`config.mk`:
```
export PLATFORM = sky130hd
export DESIGN_NAME = hdlc_tx_framer
export DESIGN_NICKNAME = d
export VERILOG_FILES = /design/src/rtl/hdlc_tx_pkg.sv /design/src/rtl/hdlc_tx_crc.sv /design/src/rtl/hdlc_tx_ctrl.sv /design/src/rtl/hdlc_tx_scr.sv /design/src/rtl/hdlc_tx_framer.sv
export SDC_FILE = /design/constraint.sdc
export NUM_CORES = 1
export LEC_CHECK = 0
export BUFFER_PORTS_ARGS = -buffer_cell sky130_fd_sc_hd__buf_4
export CAP_MARGIN = 10
export CORE_UTILIZATION = 44
export DETAILED_ROUTE_END_ITERATION = 12
export SLEW_MARGIN = 0
export SYNTH_ARGS = -nofsm -noshare
export SYNTH_HDL_FRONTEND = slang
export SYNTH_SLANG_ARGS = --single-unit
```
`constraint.sdc`:
```
create_clock -name clk_i -period 3.6 [get_ports clk_i]
set_input_delay 0.54 -clock clk_i [delete_from_list [all_inputs] [get_ports clk_i]]
set_output_delay 0.54 -clock clk_i [all_outputs]
set_load 0.01 [all_outputs]
```
`src/rtl/hdlc_tx_pkg.sv`:
```
package hdlc_tx_pkg;
  localparam int BYTE_W = 8;
  localparam logic [BYTE_W-1:0] FLAG_B = 8'h7E;
  localparam logic [BYTE_W-1:0] ESC_B  = 8'h7D;
  localparam logic [BYTE_W-1:0] ESC_X  = 8'h20;

  typedef enum logic [1:0] {
    ST_IDLE,
    ST_DATA,
    ST_FCS,
    ST_ABORT
  } tx_st_e;

  function automatic logic needs_esc(logic [BYTE_W-1:0] b);
    return (b == FLAG_B) || (b == ESC_B);
  endfunction
endpackage

```
`src/rtl/hdlc_tx_crc.sv`:
```
module hdlc_tx_crc #(
  parameter int              CRC_W = 32,
  parameter int              DAT_W = 8,
  parameter logic [CRC_W-1:0] POLY = 32'hEDB88320
) (
  input  logic [CRC_W-1:0] crc_i,
  input  logic [DAT_W-1:0] dat_i,
  output logic [CRC_W-1:0] crc_o
);
  logic [CRC_W-1:0] stg [DAT_W+1];

  assign stg[0] = crc_i;

  for (genvar g = 0; g < DAT_W; g++) begin : g_bit
    assign stg[g+1] = (stg[g][0] ^ dat_i[g]) ? ((stg[g] >> 1) ^ POLY) : (stg[g] >> 1);
  end

  assign crc_o = stg[DAT_W];
endmodule

```
`src/rtl/hdlc_tx_ctrl.sv`:
```
module hdlc_tx_ctrl
  import hdlc_tx_pkg::*;
#(
  parameter int               CRC_W    = 32,
  parameter logic [CRC_W-1:0] CRC_POLY = 32'hEDB88320
) (
  input  logic              clk_i,
  input  logic              rst_ni,
  input  logic              req_i,
  input  logic              dav_i,
  input  logic              val_i,
  input  logic              sop_i,
  input  logic              eop_i,
  input  logic              err_i,
  input  logic [BYTE_W-1:0] dat_i,
  output logic              ena_o,
  output logic [BYTE_W-1:0] raw_o
);
  localparam int FCS_N = CRC_W / BYTE_W;
  localparam int CNT_W = (FCS_N > 1) ? $clog2(FCS_N) : 1;

  tx_st_e            st_q, st_d;
  logic              esc_q, esc_d;
  logic [BYTE_W-1:0] escb_q, escb_d;
  logic [CNT_W-1:0]  cnt_q, cnt_d;
  logic [CRC_W-1:0]  crc_q, crc_d, crc_base, crc_nxt, fcs_w;
  logic [BYTE_W-1:0] fcs_b, stuff_in;
  logic              stuff_en, acc;

  assign ena_o    = req_i && (st_q == ST_DATA) && !esc_q;
  assign acc      = ena_o && val_i;
  assign crc_base = sop_i ? '1 : crc_q;
  assign fcs_w    = ~crc_q;
  assign fcs_b    = fcs_w[cnt_q*BYTE_W +: BYTE_W];

  hdlc_tx_crc #(.CRC_W(CRC_W), .DAT_W(BYTE_W), .POLY(CRC_POLY)) u_crc (
    .crc_i(crc_base),
    .dat_i(dat_i),
    .crc_o(crc_nxt)
  );

  always_comb begin
    st_d     = st_q;
    esc_d    = esc_q;
    escb_d   = escb_q;
    cnt_d    = cnt_q;
    crc_d    = crc_q;
    raw_o    = FLAG_B;
    stuff_en = 1'b0;
    stuff_in = dat_i;
    if (req_i) begin
      if (esc_q) begin
        raw_o = escb_q;
        esc_d = 1'b0;
      end else begin
        unique case (st_q)
          ST_IDLE: begin
            raw_o = FLAG_B;
            if (dav_i) st_d = ST_DATA;
          end
          ST_DATA: begin
            if (acc) begin
              stuff_en = 1'b1;
              stuff_in = dat_i;
              crc_d    = crc_nxt;
              if (eop_i) begin
                st_d  = err_i ? ST_ABORT : ST_FCS;
                cnt_d = '0;
              end
            end else begin
              // underrun inside a frame: abandon it
              raw_o = ESC_B;
              st_d  = ST_IDLE;
            end
          end
          ST_FCS: begin
            stuff_en = 1'b1;
            stuff_in = fcs_b;
            cnt_d    = cnt_q + 1'b1;
            if (cnt_q == CNT_W'(FCS_N - 1)) st_d = ST_IDLE;
          end
          ST_ABORT: begin
            raw_o = ESC_B;
            st_d  = ST_IDLE;
          end
          default: st_d = ST_IDLE;
        endcase
        if (stuff_en) begin
          if (needs_esc(stuff_in)) begin
            raw_o  = ESC_B;
            esc_d  = 1'b1;
            escb_d = stuff_in ^ ESC_X;
          end else begin
            raw_o = stuff_in;
          end
        end
      end
    end
  end

  always_ff @(posedge clk_i or negedge rst_ni) begin
    if (!rst_ni) begin
      st_q   <= ST_IDLE;
      esc_q  <= 1'b0;
      escb_q <= '0;
      cnt_q  <= '0;
      crc_q  <= '1;
    end else begin
      st_q   <= st_d;
      esc_q  <= esc_d;
      escb_q <= escb_d;
      cnt_q  <= cnt_d;
      crc_q  <= crc_d;
    end
  end


  stall_after_esc_chk: assert property (@(posedge clk_i) disable iff (!rst_ni)
    (acc && needs_esc(dat_i)) |=> !ena_o);


  no_flag_in_frame_chk: assert property (@(posedge clk_i) disable iff (!rst_ni)
    (req_i && (st_q == ST_DATA || st_q == ST_FCS)) |-> (raw_o != FLAG_B));


  abort_close_chk: assert property (@(posedge clk_i) disable iff (!rst_ni)
    (acc && eop_i && err_i && !needs_esc(dat_i)) |=> (st_q == ST_ABORT));


  idle_flag_chk: assert property (@(posedge clk_i) disable iff (!rst_ni)
    (req_i && st_q == ST_IDLE && !esc_q) |-> (raw_o == FLAG_B));
endmodule

```
`src/rtl/hdlc_tx_scr.sv`:
```
module hdlc_tx_scr #(
  parameter int SPAN  = 43,
  parameter int DAT_W = 8,
  parameter logic [DAT_W-1:0] RST_B = 8'h7E
) (
  input  logic             clk_i,
  input  logic             rst_ni,
  input  logic             req_i,
  input  logic             en_i,
  input  logic [DAT_W-1:0] raw_i,
  output logic [DAT_W-1:0] line_o
);
  logic [SPAN-1:0]  hist_q, hist_d;
  logic [DAT_W-1:0] scr_b;

  always_comb begin
    hist_d = hist_q;
    for (int i = 0; i < DAT_W; i++) begin
      scr_b[i] = raw_i[i] ^ hist_d[SPAN-1];
      hist_d   = {hist_d[SPAN-2:0], scr_b[i]};
    end
  end

  always_ff @(posedge clk_i or negedge rst_ni) begin
    if (!rst_ni) begin
      hist_q <= '0;
      line_o <= RST_B;
    end else if (req_i) begin
      line_o <= en_i ? scr_b : raw_i;
      if (en_i) hist_q <= hist_d;
    end
  end


  out_hold_chk: assert property (@(posedge clk_i) disable iff (!rst_ni)
    !req_i |=> $stable(line_o));


  bypass_chk: assert property (@(posedge clk_i) disable iff (!rst_ni)
    (req_i && !en_i) |=> (line_o == $past(raw_i)));
endmodule

```
`src/rtl/hdlc_tx_framer.sv`:
```
module hdlc_tx_framer
  import hdlc_tx_pkg::*;
#(
  parameter int               CRC_W    = 32,
  parameter logic [CRC_W-1:0] CRC_POLY = 32'hEDB88320,
  parameter int               SCR_SPAN = 43
) (
  input  logic              clk_i,
  input  logic              rst_ni,
  input  logic              scr_en_i,
  input  logic              pkt_dav_i,
  input  logic              pkt_val_i,
  input  logic              pkt_sop_i,
  input  logic              pkt_eop_i,
  input  logic              pkt_err_i,
  input  logic [BYTE_W-1:0] pkt_dat_i,
  output logic              pkt_ena_o,
  input  logic              line_req_i,
  output logic [BYTE_W-1:0] line_dat_o
);
  logic [BYTE_W-1:0] raw_b;

  hdlc_tx_ctrl #(.CRC_W(CRC_W), .CRC_POLY(CRC_POLY)) u_ctrl (
    .clk_i (clk_i),
    .rst_ni(rst_ni),
    .req_i (line_req_i),
    .dav_i (pkt_dav_i),
    .val_i (pkt_val_i),
    .sop_i (pkt_sop_i),
    .eop_i (pkt_eop_i),
    .err_i (pkt_err_i),
    .dat_i (pkt_dat_i),
    .ena_o (pkt_ena_o),
    .raw_o (raw_b)
  );

  hdlc_tx_scr #(.SPAN(SCR_SPAN), .DAT_W(BYTE_W), .RST_B(FLAG_B)) u_scr (
    .clk_i (clk_i),
    .rst_ni(rst_ni),
    .req_i (line_req_i),
    .en_i  (scr_en_i),
    .raw_i (raw_b),
    .line_o(line_dat_o)
  );
endmodule

```
After elaboration in Yosys (flattened, before gate mapping):

Index checks and enable logic that the tools add are counted.

* shift-type cells: 1
* mux-type cells: 35
* divide/modulo/power cells: 0
* magnitude comparators: 0
* eq/ne operators: 11
* reductions and logical operators: 12
* bitwise logic cells: 27
* add/subtract/negate cells: 1
* $mul: 0

Operator list (count)
* 2-to-1 mux 32 bit: 9
* inverter 13 -> 14 bit: 8
* 2-to-1 mux 8 bit: 8
* inverter 32 bit: 1
* indexed part select 32 x 6 -> 8 bit: 1
* == test 8 x 7 -> 1 bit (second input constant): 2
* one-hot mux 8 bit (2 select lines): 1
* XOR 1 bit: 16
* 2-to-1 mux 2 bit: 7
* AND reduction 5 bit: 2
* one-hot mux 2 bit (4 select lines): 1
* AND reduction 4 bit: 2
* 2-to-1 mux 1 bit: 7
* == test 2 bit (second input constant): 3
* inequality test 2 x 1 -> 1 bit (second input constant): 2
* inequality test 2 bit (second input constant): 2
* one-hot mux 2 bit (2 select lines): 1
* logical AND 1 bit: 3
* inequality test 3 bit (second input constant): 1
* adder 2 x 1 -> 2 bit (second input constant): 1
* == test 2 x 1 -> 1 bit (second input constant): 1
* zero test 2 bit: 1
* inverter 1 bit: 2
* one-hot mux 1 bit (2 select lines): 1
* other kinds (4): 4

* register bits: 96
* ROM bits: 0
* word-level logic and storage cells: 94
* output and inout bits: 9
* bits in writable memories: 0
* bits in latches: 0
* memories: 0
* input bits: 17

Depth between registers and ports, before layout:

* word-level depth: 17
* gate-level depth with buffers: 10
* depth with buffers taken out: 8

Cells and area by module:

A second synthesis with hierarchy kept.

* cells, all modules: 526
* area total of the unflattened synthesis: 5957.0 sq um

By module, submodules not included
* hdlc_tx_ctrl: sequential area each 1166.1 sq um, instances 1, cells each 310, area each 2688.8 sq um
* hdlc_tx_scr: sequential area each 1283.7 sq um, instances 1, cells each 154, area each 2264.7 sq um
* hdlc_tx_crc: sequential area each 0.0 sq um, instances 1, cells each 62, area each 1003.5 sq um

Worst setup path after synthesis:

No wires, ideal clock.

* kind: reg-to-reg
* start: register u_ctrl.st_q[1]
* end: register u_scr.line_o[0]
* data required time: 3.473 ns
* cell stages (with the launch flop): 11
* path slack: 1.352 ns
* setup time: 0.127 ns
* buffers on the path: 2
* arrival: 2.121 ns
* period minus slack after synthesis: 2.248 ns
* path through: dfrtp_1 inv_1 ha_1 clkbuf_1 and4b_1 clkbuf_1 o211ai_1 nor2_1 o31a_1 mux2i_1 nand3_1

* word-level cells in the longest chain between the ends: 13
* elaborated cells on any way between the ends: 24
* those cells by class: 5 x eq/ne; 14 x mux; 1 x bitwise; 4 x reduce/logical

RTL lines
* start: declaration: line hdlc_tx_ctrl.sv:22 `tx_st_e st_q, st_d;`
* start signal: assignment: line hdlc_tx_ctrl.sv:109 `st_q <= st_d;`
* parallel branches: the longest is 8 deep, another holds 2-to-1 mux 8 bit
* 2-to-1 mux 8 bit *: line hdlc_tx_ctrl.sv:88 `if (stuff_en) begin`
* 2-to-1 mux 8 bit *: line hdlc_tx_ctrl.sv:52 `if (esc_q) begin`
* 2-to-1 mux 8 bit *: line hdlc_tx_ctrl.sv:51 `if (req_i) begin`
* XOR 1 bit: line hdlc_tx_scr.sv:19 `scr_b[i] = raw_i[i] ^ hist_d[SPAN-1];`
* 2-to-1 mux 8 bit *: line hdlc_tx_scr.sv:29 `line_o <= en_i ? scr_b : raw_i;`
* end signal: assignment: line hdlc_tx_scr.sv:29
* end: declaration: line hdlc_tx_scr.sv:11 `output logic [DAT_W-1:0] line_o`

Every way passes the cells marked *. The select of a mux whose other input is x is not followed.
A chain may end at the register's enable or synchronous reset.

Final worst setup path:

* start: register u_ctrl.cnt_q[0]
* end: register u_ctrl.escb_q[0]

* word-level cells in the longest chain between the ends: 7
* elaborated cells on any way between the ends: 8
* those cells by class: 2 x eq/ne; 1 x shift; 3 x mux; 2 x reduce/logical

RTL lines
* start: declaration: line hdlc_tx_ctrl.sv:25 `logic [CNT_W-1:0] cnt_q, cnt_d;`
* start signal: assignment: line hdlc_tx_ctrl.sv:112 `cnt_q <= cnt_d;`
* indexed part select 32 x 6 -> 8 bit *: line hdlc_tx_ctrl.sv:34 `assign fcs_b = fcs_w[cnt_q*BYTE_W +: BYTE_W];`
* 2-to-1 mux 8 bit *
* 2-to-1 mux 8 bit *: line hdlc_tx_ctrl.sv:52
* 2-to-1 mux 8 bit *: line hdlc_tx_ctrl.sv:51
* == test 8 x 7 -> 1 bit: line hdlc_tx_pkg.sv:15 `return (b == FLAG_B) || (b == ESC_B);`
* logical OR 1 bit: line hdlc_tx_pkg.sv:15
* AND reduction 4 bit (no line)
* end signal: assignment: line hdlc_tx_ctrl.sv:111 `escb_q <= escb_d;`
* end: declaration: line hdlc_tx_ctrl.sv:24 `logic [BYTE_W-1:0] escb_q, escb_d;`

Every way passes the cells marked *; elsewhere a longest branch is shown, timed or not. The select of a mux whose other input is x is not followed.

==> results.toml <==
[outcome]
outcome = "finished with violations"
violations = "DRC"

[logic_synthesis]
syn_avg_cell_area_um2 = 10.8
yosysTopAreaCell = "dfrtp_1"
synth_seq_cells = 96
yosysUniqueCellTypes = 48
synth_edf_count = 0
syn-instance-count = 497
synth_top_area_frac = 0.271
ys.flop_type = "dfrtp_1"
ys_warn_count = 0
synth-seq-area-share = 0.458
synth_nets = 519
syn_area_um2 = 5350
ys_top_cells_by_area = "dfrtp_1, dfstp_2, mux2_2, xnor2_1, nand2_1"
synthArstFlopShare = 1.00

[cts]
clk_pin_slew_worst_paths_ns = 0.07
postCtsHoldBufs = 0
cts_made_buffers = 9
cts_sinks = 96
cts_tree = "built"
htreeDepth = 3
clock_latency_ns = 0.34
root_buffer = "clkbuf_16"
postCtsSetupRepairBufs = 0
cts_resized = 0
clockBufferDepth = 2

[timing]
hold_viol = 0
worstMarginPinSlew_ns = 1.06
drv_slew = 0
fin_crit_ns = 2.67
relSlewSlack = 0.292
setup_viol = 0
finalClockSkew_ns = 0.00709
post-route-period-util = 0.741
max_freq_ghz = 0.375
rsz0062_at_grt = "false"
fin_tns_setup_ns = 0

[drt]
drc = 3
firstDrtPassIters = 8
drt_iter0_drc = 260
wl_per_cell_um = 16.7
drt-total-wl_mm = 11.1
drtAntennaViolNets = 0
vias = 3508
viasPerCell = 5.31

[finish]
n_antenna_cell = 0
drive_above_1_share = 0.286
nNetsFinal = 535
fillerInstances = 1055
syn_to_final_growth_pct = 11.0

[global_routing]
grt_max_degree = 79
grt_pass1_wl_mm = 18.7
grt_pass1_vias = 3529
grt_antenna_before_repair = 0
grt_use_total = 0.192
grt-ovfl-total = 0

[die]
die_h_um = 112
ios = 26
die-area_um2 = 12600
coreArea_um2 = 11600
die_w_um = 112
start_util = 0.460
row_count = 39

[pwr]
power_density_nw_per_um2 = 912
leakagePower_nw = 2.50
p_total_mw = 5.41
ir_worst_vdd_v = 0.000305

[setup_path]
reg2reg_to = "u_ctrl.escb_q[0]"
crit_fanout = 8
ff2ff_setup_slack_ns = 0.93
r2r-start = "u_ctrl.cnt_q[0]"
cp_data_arrival_time_ns = 2.90
crit_required_ns = 3.83
setup.worst_path.start = "u_ctrl.cnt_q[0]"
crit_path_end_kind = "flop"
critical_path_class = "reg -> reg"
start_kind = "flop"
reg2reg_depth = 6

[flow_run]
cap_violations = 0

[hold_path]
hp-class = "in -> async"

[placement]
io_buffer_count = 25
dp_hpwl_mm = 7.76
gp_congestion = 0.874
state kept, by name, summed over array words and instances, names as in the netlist:
| signal | cells |
|---|---|
| u_ctrl.cnt_q | 2 |
| u_ctrl.crc_q | 32 |
| u_ctrl.esc_q | 1 |
| u_ctrl.escb_q | 8 |
| u_ctrl.st_q | 2 |
| u_scr.hist_q | 43 |
| u_scr.line_o | 8 |
Yosys cell counts (all sizes together) (2+ instances only):
| library cell | instances |
|---|---|
| mux2i | 6 |
| xor2 | 24 |
| o31ai | 2 |
| dfrtp | 58 |
| xnor2 | 63 |
| nand2 | 59 |
| a21boi | 3 |
| dfstp | 38 |
| xnor3 | 3 |
| buf | 9 |
| and2 | 3 |
| a22oi | 2 |
| nor2 | 54 |
| mux2 | 41 |
| ha | 5 |
| o21ai | 42 |
| a21oi | 12 |
| o211ai | 2 |
| nor3 | 3 |
| a32o | 3 |
| nor2b | 4 |
| nand3 | 5 |
| nand2b | 9 |
| o21a | 2 |
| clkbuf | 17 |
| inv | 2 |
| o22ai | 5 |
| mux4 | 7 |
critical path: stages (launching register included):
cell and delay, ns:
dfrtp_1 0.54, buf_4 0.26, mux4_2 0.56, xnor2_1 0.16, o31ai_2 0.30, nand4_1 0.35, mux2_2 0.38
cell families after synthesis:
family,synth area share
AO/OA/AOI/OAI,0.0908
XOR/XNOR,0.174
adder cells (fa/ha/maj),0.0117
buffers and inverters,0.0225
flip-flops,0.458
multiplexers,0.127
AND/OR/NAND/NOR,0.116
layout by cell type (no fill, tap or decap), types with 5 or more instances in the layout:
| cell type | instances |
|---|---|
| a21oi_1 | 12 |
| buf_4 | 31 |
| clkbuf_16 | 9 |
| dfrtp_1 | 58 |
| dfstp_2 | 38 |
| ha_1 | 5 |
| mux2_2 | 41 |
| mux2i_1 | 6 |
| mux4_2 | 7 |
| nand2_1 | 58 |
| nand2b_1 | 9 |
| nor2_1 | 54 |
| o21ai_0 | 41 |
| o22ai_1 | 5 |
| xnor2_1 | 51 |
| xnor2_2 | 11 |
| xor2_1 | 24 |
how the worst max path moves through the flow:
stage | slack (ns) | to | depth (start not counted)
after floorplan | 1.35 | u_scr.line_o[0] | 10
after global placement | 0.98 | u_ctrl.escb_q[0] | 6
after detailed placement | 0.93 | u_ctrl.escb_q[1] | 6
after CTS | 0.91 | u_ctrl.escb_q[0] | 6
after global routing | 0.80 | u_ctrl.escb_q[0] | 6
final | 0.93 | u_ctrl.escb_q[0] | 6
final cells by class:
type,instances,area [um2],share of cell area
Tap cell,143,179,0.0301
Timing Repair Buffer,31,233,0.0392
Sequential cell,96,2450,0.413
Multi-Input combinational cell,372,2780,0.469
Inverter,3,11.3,0.00190
Clock buffer,10,229,0.0386
Clock inverter,6,50.0,0.00843
power breakdown:
part,internal [mW],switching (mW),total [mW]
Clock,0.478,0.441,0.919
Combinational,1.26,1.17,2.42
Sequential,1.69,0.378,2.07
per-layer routing:
metal | part of all wire | track usage | vias up
li1 | - | - | 1719
met1 | 0.52 | 0.283 | 1743
met2 | 0.45 | 0.290 | 35
met3 | 0.020 | 0.0270 | 11
met4 | 0.012 | 0.0702 | 0
met5 | 0 | 0 | -
per-stage QoR:
| step | setup slack, ns | cells | hold WS [ns] | utilization | area (um2) |
|---|---|---|---|---|---|
| after floorplan | 1.35 | 497 | 0.244 | - | 5350 |
| after global placement | 0.980 | 645 | 0.452 | 0.487 | 5660 |
| after detailed placement | 0.928 | 645 | 0.453 | 0.487 | 5660 |
| after CTS | 0.908 | 661 | 0.395 | 0.511 | 5940 |
| after global routing | 0.799 | 661 | 0.426 | 0.511 | 5940 |
| final | 0.931 | 661 | 0.347 | 0.511 | 5940 |
Power figures use the tool's default switching activity.
